$ cat src/rtl/vmac_pkg.sv
package vmac_pkg;

  typedef enum logic [3:0] {
    OP_MUL      = 4'd0,
    OP_MULH_SS  = 4'd1,
    OP_MULH_UU  = 4'd2,
    OP_MULH_SU  = 4'd3,
    OP_WMUL_SS  = 4'd4,
    OP_WMUL_UU  = 4'd5,
    OP_WMUL_SU  = 4'd6,
    OP_ACC      = 4'd7,
    OP_MADD     = 4'd8,
    OP_WACC_SS  = 4'd9,
    OP_WACC_UU  = 4'd10,
    OP_WACC_SU  = 4'd11
  } vmac_op_e;

  typedef enum logic [2:0] {
    RK_NONE, RK_LOW, RK_HIGH, RK_WIDE, RK_ACC, RK_WACC
  } res_kind_e;

  // How the product is turned into a result
  function automatic res_kind_e kind_of(logic [3:0] op);
    case (op)
      OP_MUL:                             return RK_LOW;
      OP_MULH_SS, OP_MULH_UU, OP_MULH_SU: return RK_HIGH;
      OP_WMUL_SS, OP_WMUL_UU, OP_WMUL_SU: return RK_WIDE;
      OP_ACC, OP_MADD:                    return RK_ACC;
      OP_WACC_SS, OP_WACC_UU, OP_WACC_SU: return RK_WACC;
      default:                            return RK_NONE;
    endcase
  endfunction

  function automatic logic both_unsigned(logic [3:0] op);
    return (op == OP_MULH_UU) || (op == OP_WMUL_UU) || (op == OP_WACC_UU);
  endfunction

  // Signedness of the multiplicand taken from src_a (or dst_old for multiply-add)
  function automatic logic a_side_signed(logic [3:0] op);
    return !(both_unsigned(op) || (op == OP_WACC_SU));
  endfunction

  // Signedness of the multiplicand taken from src_b / src_scalar
  function automatic logic b_side_signed(logic [3:0] op);
    return !(both_unsigned(op) || (op == OP_MULH_SU) || (op == OP_WMUL_SU));
  endfunction

endpackage

$ cat src/rtl/vmac_route.sv
module vmac_route
  import vmac_pkg::*;
#(
  parameter int SEW = 16
) (
  input  logic [3:0]              op_code,
  input  logic                    use_scalar,
  input  logic [SEW-1:0]          src_a,
  input  logic [SEW-1:0]          src_b,
  input  logic [SEW-1:0]          src_scalar,
  input  logic [2*SEW-1:0]        dst_old,
  output logic signed [2*SEW:0]   mul_x,
  output logic signed [2*SEW:0]   mul_y,
  output logic [2*SEW-1:0]        addend
);
  localparam int DW = 2 * SEW;
  localparam int XW = DW + 1;

  function automatic logic signed [XW-1:0] extend(logic [SEW-1:0] v, logic sg);
    return {{(SEW + 1){sg & v[SEW-1]}}, v};
  endfunction

  logic [SEW-1:0] b_src;
  logic [SEW-1:0] x_src;
  logic           is_madd;
  logic           is_wacc;

  assign b_src   = use_scalar ? src_scalar : src_b;
  assign is_madd = (op_code == OP_MADD);
  assign is_wacc = (kind_of(op_code) == RK_WACC);
  // multiply-add: the old destination is the multiplicand, src_a the addend
  assign x_src   = is_madd ? dst_old[SEW-1:0] : src_a;

  always_comb begin
    mul_x = extend(x_src, a_side_signed(op_code));
    mul_y = extend(b_src, b_side_signed(op_code));
    if (is_madd)      addend = {{SEW{1'b0}}, src_a};
    else if (is_wacc) addend = dst_old;
    else              addend = {{SEW{1'b0}}, dst_old[SEW-1:0]};
  end
endmodule

$ cat src/rtl/vmac_mul.sv
module vmac_mul #(
  parameter int XW = 33
) (
  input  logic signed [XW-1:0] mul_x,
  input  logic signed [XW-1:0] mul_y,
  output logic signed [XW-1:0] prod
);
  // Only the low XW bits are ever needed: the widest result is XW-1 bits
  assign prod = mul_x * mul_y;
endmodule

$ cat src/rtl/vmac_post.sv
module vmac_post
  import vmac_pkg::*;
#(
  parameter int SEW = 16
) (
  input  res_kind_e         kind,
  input  logic [2*SEW-1:0]  prod_lo,
  input  logic [2*SEW-1:0]  addend,
  output logic [2*SEW-1:0]  result
);
  logic [SEW-1:0] narrow_sum;
  assign narrow_sum = prod_lo[SEW-1:0] + addend[SEW-1:0];

  always_comb begin
    case (kind)
      RK_LOW:  result = {{SEW{1'b0}}, prod_lo[SEW-1:0]};
      RK_HIGH: result = {{SEW{1'b0}}, prod_lo[2*SEW-1:SEW]};
      RK_WIDE: result = prod_lo;
      RK_ACC:  result = {{SEW{1'b0}}, narrow_sum};
      RK_WACC: result = prod_lo + addend;
      default: result = '0;
    endcase
  end
endmodule

$ cat src/rtl/vmac_lane.sv
module vmac_lane
  import vmac_pkg::*;
#(
  parameter int SEW = 16
) (
  input  logic                clk,
  input  logic                rst_n,
  input  logic                in_valid,
  input  logic [3:0]          op_code,
  input  logic                use_scalar,
  input  logic [SEW-1:0]      src_a,
  input  logic [SEW-1:0]      src_b,
  input  logic [SEW-1:0]      src_scalar,
  input  logic [2*SEW-1:0]    dst_old,
  input  logic                mask_on,
  input  logic                mask_bit,
  output logic                res_valid,
  output logic [2*SEW-1:0]    res_data
);
  localparam int DW = 2 * SEW;
  localparam int XW = DW + 1;

  logic signed [XW-1:0] mul_x;
  logic signed [XW-1:0] mul_y;
  logic signed [XW-1:0] prod;
  logic [DW-1:0]        addend;
  logic [DW-1:0]        result;
  res_kind_e            kind;
  logic                 masked_off;
  logic                 b_neg;
  logic                 is_wide;

  assign kind       = kind_of(op_code);
  assign masked_off = mask_on & ~mask_bit;
  assign b_neg      = use_scalar ? src_scalar[SEW-1] : src_b[SEW-1];
  assign is_wide    = (kind == RK_WIDE) || (kind == RK_WACC);

  vmac_route #(.SEW(SEW)) route_i (
    .op_code(op_code), .use_scalar(use_scalar), .src_a(src_a), .src_b(src_b),
    .src_scalar(src_scalar), .dst_old(dst_old),
    .mul_x(mul_x), .mul_y(mul_y), .addend(addend)
  );

  vmac_mul #(.XW(XW)) mul_i (.mul_x(mul_x), .mul_y(mul_y), .prod(prod));

  vmac_post #(.SEW(SEW)) post_i (
    .kind(kind), .prod_lo(prod[DW-1:0]), .addend(addend), .result(result)
  );

  always_ff @(posedge clk or negedge rst_n) begin
    if (!rst_n) begin
      res_valid <= 1'b0;
      res_data  <= '0;
    end else begin
      res_valid <= in_valid;
      if (in_valid) res_data <= masked_off ? dst_old : result;
    end
  end

  // ---------------- assertions ----------------
  assert_valid_follow_R1: assert property (@(posedge clk) disable iff (!rst_n)
    in_valid |=> res_valid);
  assert_idle_hold_R1: assert property (@(posedge clk) disable iff (!rst_n)
    !in_valid |=> (!res_valid && $stable(res_data)));
  assert_mask_keep_R9: assert property (@(posedge clk) disable iff (!rst_n)
    (in_valid && mask_on && !mask_bit) |=> (res_data == $past(dst_old)));
  assert_narrow_upper_R2: assert property (@(posedge clk) disable iff (!rst_n)
    (in_valid && !masked_off && (kind == RK_LOW || kind == RK_HIGH || kind == RK_ACC))
      |=> (res_data[DW-1:SEW] == '0));
  assert_reserved_zero_R10: assert property (@(posedge clk) disable iff (!rst_n)
    (in_valid && !masked_off && op_code >= 4'd12) |=> (res_data == '0));
  assert_uu_nonneg_R4: assert property (@(posedge clk) disable iff (!rst_n)
    (in_valid && both_unsigned(op_code)) |-> (!mul_x[XW-1] && !mul_y[XW-1]));
  assert_su_roles_R3: assert property (@(posedge clk) disable iff (!rst_n)
    (in_valid && (op_code == OP_MULH_SU || op_code == OP_WMUL_SU))
      |-> (mul_x[XW-1] == src_a[SEW-1] && !mul_y[XW-1]));
  assert_su_roles_R7: assert property (@(posedge clk) disable iff (!rst_n)
    (in_valid && op_code == OP_WACC_SU) |-> (!mul_x[XW-1] && mul_y[XW-1] == b_neg));
  assert_prod_fits_R4: assert property (@(posedge clk) disable iff (!rst_n)
    (in_valid && is_wide) |->
      (both_unsigned(op_code) ? !prod[XW-1] : (prod[XW-1] == prod[DW-1])));
endmodule

$ cat config.mk
export PLATFORM = sky130hd
export DESIGN_NAME = vmac_lane
export DESIGN_NICKNAME = d
export VERILOG_FILES = /design/src/rtl/vmac_pkg.sv /design/src/rtl/vmac_route.sv /design/src/rtl/vmac_mul.sv /design/src/rtl/vmac_post.sv /design/src/rtl/vmac_lane.sv
export SDC_FILE = /design/constraint.sdc
export NUM_CORES = 1
export LEC_CHECK = 0
export BUFFER_PORTS_ARGS = -buffer_cell sky130_fd_sc_hd__buf_4
export CAP_MARGIN = 20
export CORE_MARGIN = 2
export CORE_UTILIZATION = 25
export CTS_CLUSTER_SIZE = 30
export DETAILED_ROUTE_END_ITERATION = 12
export HOLD_SLACK_MARGIN = 0.08
export RECOVER_POWER = 25
export SKIP_LAST_GASP = 1
export SLEW_MARGIN = 20
export SYNTH_ARGS = -nofsm -noshare
export SYNTH_HDL_FRONTEND = slang
export SYNTH_SLANG_ARGS = --single-unit
$ cat constraint.sdc
create_clock -name clk -period 1.1 [get_ports clk]
set_input_delay 0.055 -clock clk [delete_from_list [all_inputs] [get_ports clk]]
set_output_delay 0.055 -clock clk [all_outputs]
set_load 0.02 [all_outputs]
==> summary.md, run 1 <==
| Metric | Value |
|---|---|
| Max_cap viols | `0` |
| Crit path launch type | `input port` |
| Worst slew pin tran | `between 0.8 and 0.9 ns` |
| Critical Path Start | `op_code[2]` |
| Final Skew | `0 ns` |
| Yosys cell types | `65` |
| CTS tree | `yes` |
| Syn_area_per_cell | `8.55 µm²` |
| Overflow after GRT | `0` |
| Area Growth Syn to Fin | `52.4%` |
| Worst endpoint data arrival time | `7.73 ns` |
| ANT cells | `0` |
| Leading cell type in the layout, fill and taps excluded | `buf_4` |
| Die width | `~240 µm` |
| Clock buffer count from CTS | `5` |
| Synth Flop Type | `dfrtp_1` |
| Via count | `~14000` |
| H-tree levels | `2` |
| Die area | `59900 µm²` |
| Slew Limit Fails | `0` |
| Total Neg Setup Slack | `-188.19 ns` |
| Fin. Hold Viols | `0` |
| Global placement routability congestion | `around 0.94` |
| Most frequent cells in the layout | `buf_4, inv_1, fa_1` |
| FMAX | `around 0.13 GHz` |
| Chip height | `between 200 and 250 µm` |
| Dpl hpwl | `45200 µm` |
| Initial antenna violation count | `0` |
| Clk_lat worst skew | `about 0.28 ns` |
| WL/cell | `roughly 18 µm` |
| Sink Count | `33` |
| Slowest-stage cell, CP | `fa_2` |
| Share of layout cells above drive strength 1 | `0.409` |
| Fraction of registers with async set/reset | `1.00` |
| IO Pins | `123` |
| Delay-heaviest family, CP | `adder cells` |
| Worst setup EP type | `register` |
| Syn Inst Count | `1696` |
| Clock transition at path regs | `roughly 0.050 ns` |
| Number of synthesized register bits | `33` |
| Drt first pass iters | `5` |
| Period utilisation layout | `6.89` |
| Row cnt | `between 80 and 90` |
| Synth top area cells | `fa_1, ha_1, inv_1` |
| Status | `complete, but fails checks` |
| Initial Util | `0.252` |
| Post-synth EDFFs | `0` |
| WS Path Type | `input port to register` |
| # port buffers | `between 100 and 150` |
| Failing checks | `setup timing` |
| Worst Min Path Start | `dst_old[18]` |
| Synthesized cell area | `between 10000 and 15000 µm²` |
| First-pass GRT wire length | `roughly 85000 µm` |
| CTS Buffer Depth | `2` |
| Worst rel slew slack | `0.448` |
| Final Critical Period | `approximately 7.6 ns` |
| Maximum fanout along the worst path | `7` |
| # setup viols final | `32` |
| DRC violations left | `0` |
| Worst path required time | `about 1.3 ns` |
| Root Driver | `clkbuf_16` |
| Unrepaired setup endpoints after global routing | `true` |
| Total track usage | `0.179` |
| Hold crit path type | `input port to register` |
| Ys Warns | `0` |
| Nets | `2766` |
| Share of the synthesized area in the top cell type | `0.391` |
| DRT iter0 DRCs | `roughly 830` |
| Cell mode on critical path | `fa_1` |
| Vias in the first global route | `around 15000` |
| Sequential share of the synthesized area | `0.0570` |
| DR vias/cell | `approximately 4.7` |
| Leading area contributor after synthesis | `fa_1` |
| Worst setup margin | `-6.47 ns` |
| WP buf/inv | `7` |
| Post-DRT Antenna Nets | `0` |
| Largest net degree at the start of global routing | `36` |
| Worst r2r src | `res_data[30]` |
| Max incr delay on CP | `roughly 0.60 ns` |
| Core area | `between 50000 and 60000 µm²` |
| Wirelength, routed | `around 54000 µm` |
| Synth Net Count | `around 2200` |
cell families (layout without fill, tap and decap cells):
family / Yosys count / in the layout / synth area share
AOI/OAI and AO/OA: 256 / 256 / 0.118
buffers and inverters: 380 / 964 / 0.0991
xor gates and xnor gates: 65 / 65 / 0.0393
muxes: 72 / 72 / 0.0533
adders and majority gates: 398 / 398 / 0.490
DFF: 33 / 33 / 0.0570
and+or+nand+nor: 492 / 492 / 0.144
synthesized netlist by cell type, drive strengths merged (6+ instances only):
cell type,instances
a21o,18
mux2,42
o221ai,9
fa,283
a22oi,8
nor3,10
xor2,15
a21oi,77
nand2,198
and2,23
mux2i,30
clkbuf,48
ha,114
nand2b,13
xnor2,50
o21bai,12
buf,8
a221oi,8
a222oi,9
a31oi,11
nor2,199
o21ai,41
o211ai,7
nand3,19
dfrtp,33
nor2b,6
inv,324
o21a,6
a211oi,10
worst register-to-register path, stage by stage, from the launching register on:
cell and delay, ns:
dfrtp_1 0.38, nor2b_1 0.13, a31oi_1 0.19, o21ai_0 0.11, a21oi_1 0.14, a22oi_1 0.08
final timing paths:
path	to	slack [ns]	cells after the start
min in group asynchronous	res_data[16]	0.40	2
max	res_data[30]	-6.47	35
max in group asynchronous	res_data[10]	0.18	2
max reg2reg	res_data[30]	-0.06	5
min	res_data[18]	0.08	3
min reg2reg	res_data[4]	0.52	2
registers in the layout, indices dropped and copies added, names as in the netlist:
signal	cells
res_valid	1
res_data	32
metrics by stage:
step	util	std cells	setup slack, ns	area (µm²)	hold WS (ns)
after CTS	0.374	3030	-6.47	21500	0.0859
after global placement	0.344	2949	-6.97	19800	0.0373
after floorplan	-	1696	-6.37	14800	-0.241
after global routing	0.385	3045	-6.80	22100	0.117
after detailed placement	0.344	2949	-7.02	19800	0.0461
final	0.385	3045	-6.47	22100	0.0778
routing by layer:
layer  up-vias  track usage  share of wire
met1      7158        0.257           0.45
li1       6577            -              -
met4         0       0.0294          0.018
met2       423        0.299           0.47
met5         -            0              0
met3        58       0.0142          0.055
final cells by class:
| type | count | area [µm²] |
|---|---|---|
| clock buffers | 6 | 129 |
| well taps | 765 | 957 |
| flip-flops and latches | 33 | 826 |
| clock inverters | 2 | 10.0 |
| fillers | 5745 | 35400 |
| inverters | 324 | 1220 |
| repair buffers | 632 | 5160 |
| multi-input cells | 1283 | 13800 |
timing repair:
item                                    CTS  global route
endpoints found under the hold margin    40             0
pin swaps                               154           101
hold buffers                              8             0
gates resized for setup                 214           102
endpoints found under the setup margin   32            32
buffers inserted                         74            17
gates cloned                              2             0
Power of run 1 is not shown: default switching activity piles up to over one toggle a cycle in this logic, so the estimate is an artifact.
==> inputs of run 2 (changes only) <==
--- a/config.mk
+++ b/config.mk
@@ -11,8 +11,10 @@
 export CORE_UTILIZATION = 25
 export CTS_CLUSTER_SIZE = 30
 export DETAILED_ROUTE_END_ITERATION = 12
+export GPL_ROUTABILITY_DRIVEN = 0
 export HOLD_SLACK_MARGIN = 0.08
 export RECOVER_POWER = 25
+export SKIP_CTS_REPAIR_TIMING = 1
 export SKIP_LAST_GASP = 1
 export SLEW_MARGIN = 20
 export SYNTH_ARGS = -nofsm -noshare
==> run 2 against run 1 <==
Net effect:
- the run still ends with setup timing left
- count of clock-buffer cells in the layout unchanged
- sequential cell count unchanged
- final cell count down 2.4%
- via count down 1.3%
- design area down 4.0%
- non-clock buffer count down 75
- register-to-register slack worse by 0.15 ns
- sequential share of layout area up 0.16 points
- die area unchanged
- first-iteration DRC count up 7.9%
==> summary.md, run 2 (synthesis gave the netlist of run 1 again) <==
| Metric | Value |
|---|---|
| Status | `complete, but fails checks (unchanged)` |
| Failing checks | `setup timing (unchanged)` |
| DRT iter0 DRCs | `900 (was 834)` |
| Final Skew | `0 ns (unchanged)` |
| Worst endpoint data arrival time | `7.77 ns (was 7.73 ns)` |
| WS Path Type | `input port to register (unchanged)` |
| # port buffers | `122 (unchanged)` |
| CTS Buffer Depth | `2 (unchanged)` |
| Worst rel slew slack | `0.473 (was 0.448)` |
| Via count | `14000 (was 14200)` |
| Worst slew pin tran | `0.790 ns (was 0.828 ns)` |
| # setup viols final | `32 (unchanged)` |
| Root Driver | `clkbuf_16 (unchanged)` |
| Max_cap viols | `0 (unchanged)` |
| Clock buffer count from CTS | `5 (unchanged)` |
| Most frequent cells in the layout | `buf_4, inv_1, fa_1 (unchanged)` |
| Design Area, Final | `21200 µm² (was 22100 µm²)` |
| RR Endpoint | `res_data[30] (unchanged)` |
| Dpl hpwl | `45300 µm (was 45200 µm)` |
| ANT cells | `0 (unchanged)` |
| Largest registers | `res_data (32), res_valid (1) (unchanged)` |
| Critical Path Start | `op_code[0] (was op_code[2])` |
| Chip height | `245 µm (unchanged)` |
| FMAX | `0.131 GHz (was 0.132 GHz)` |
| Clk_lat worst skew | `0.28 ns (about the same)` |
| Wirelength, routed | `52600 µm (was 54000 µm)` |
| Core area | `57500 µm² (unchanged)` |
| DRC violations left | `0 (unchanged)` |
| Crit path launch type | `input port (unchanged)` |
| # fillers | `5807 (was 5745)` |
| Row cnt | `88 (unchanged)` |
| Die area | `59900 µm² (unchanged)` |
| Nets | `2692 (was 2766)` |
| Worst path required time | `1.26 ns (about the same)` |
| Max incr delay on CP | `0.55 ns (was 0.60 ns)` |
| First-pass GRT wire length | `80500 µm (was 85100 µm)` |
| Worst Hold Depth | `3 (unchanged)` |
| Total track usage | `0.171 (was 0.179)` |
| Initial Util | `0.252 (unchanged)` |
| DP Area | `19600 µm² (was 19800 µm²)` |
| Drt first pass iters | `5 (unchanged)` |
| Worst Reg-to-Reg Cells | `5 (unchanged)` |
| Max FFs per register | `32 (unchanged)` |
| Worst r2r src | `res_data[30] (unchanged)` |
| Worst Setup EP | `res_data[30] (unchanged)` |
| Clock transition at path regs | `0.06 ns (was 0.05 ns)` |
| Vias in the first global route | `14700 (was 15100)` |
| Post-DRT Antenna Nets | `0 (unchanged)` |
| Slew Limit Fails | `0 (unchanged)` |
| Overflow after GRT | `0 (unchanged)` |
| Fin. Hold Viols | `0 (unchanged)` |
| Worst setup margin | `-6.51 ns (was -6.47 ns)` |
| Cell mode on critical path | `inv_1 (was fa_1)` |
| Largest net degree at the start of global routing | `44 (was 36)` |
| Slowest-stage cell, CP | `fa_1 (was fa_2)` |
| WL/cell | `17.7 µm (about the same)` |
| IO Pins | `123 (unchanged)` |
| Unrepaired setup endpoints after global routing | `true (unchanged)` |
| Leading cell type in the layout, fill and taps excluded | `buf_4 (unchanged)` |
| Biggest register | `res_data (unchanged)` |
| CTS tree | `yes (unchanged)` |
| Die width | `245 µm (unchanged)` |
| H-tree levels | `2 (unchanged)` |
| Maximum fanout along the worst path | `7 (unchanged)` |
| Reg2Reg Setup Slack | `-0.21 ns (was -0.06 ns)` |
| Share of layout cells above drive strength 1 | `0.370 (was 0.409)` |
| Area Growth Syn to Fin | `46.4% (was 52.4%)` |
| DR vias/cell | `4.72 (was 4.67)` |
| Worst setup EP type | `register (unchanged)` |
| Final Critical Period | `7.61 ns (was 7.57 ns)` |
| Sink Count | `33 (unchanged)` |
| Period utilisation layout | `6.92 (was 6.89)` |
| Initial antenna violation count | `0 (unchanged)` |
| Hold crit path type | `input port to register (unchanged)` |
==> run 2: critical path: cells and delay by family <==
kind	cells	cell delay (ns)
AO/OA/AOI/OAI	10	1.50
XOR/XNOR	1	0.27
adder cells (fa/ha/maj)	8	3.48
buffers and inverters	9	1.09
multiplexers	2	0.38
AND/OR/NAND/NOR	7	1.01
==> run 2: layout make-up <==
class	count	area (µm²)	share of cell area
clock inverters	2	10.0	0.000472
well taps	765	957	0.0451
repair buffers	557	4520	0.213
inverters	324	1220	0.0573
clock buffers	6	129	0.00607
multi-input cells	1284	13600	0.639
flip-flops and latches	33	826	0.0389
==> run 2: per-layer routing <==
layer	share of wire	vias up	track usage
met5	0	-	0
met1	0.43	6956	0.232
met3	0.076	106	0.0304
li1	-	6433	-
met2	0.46	538	0.279
met4	0.031	0	0.0475
==> run 2: per-stage QoR <==
step                cells  hold WS [ns]  setup WS [ns]   util  TNS, ns
floorplan            1696        -0.241          -6.37      -  -179.34
global route         2971         0.125          -6.81  0.369  -195.89
finish               2971        0.0576          -6.51  0.369  -187.06
CTS                  2928        -0.268          -6.70  0.343  -195.80
detailed placement   2920        0.0354          -6.96  0.341  -203.74
global placement     2920        0.0251          -7.01  0.341  -203.20
==> run 2: worst min path at each step <==
stage                start  slack [ns]            to
4_1_cts              rst_n       -0.27  res_data[26]
6_report       dst_old[18]        0.06  res_data[18]
3_3_place_gp         rst_n        0.03  res_data[16]
2_1_floorplan        rst_n       -0.24   res_data[0]
3_5_place_dp         rst_n        0.04  res_data[16]
5_1_grt        dst_old[18]        0.13  res_data[18]
Power of run 2 is left out for the same reason.
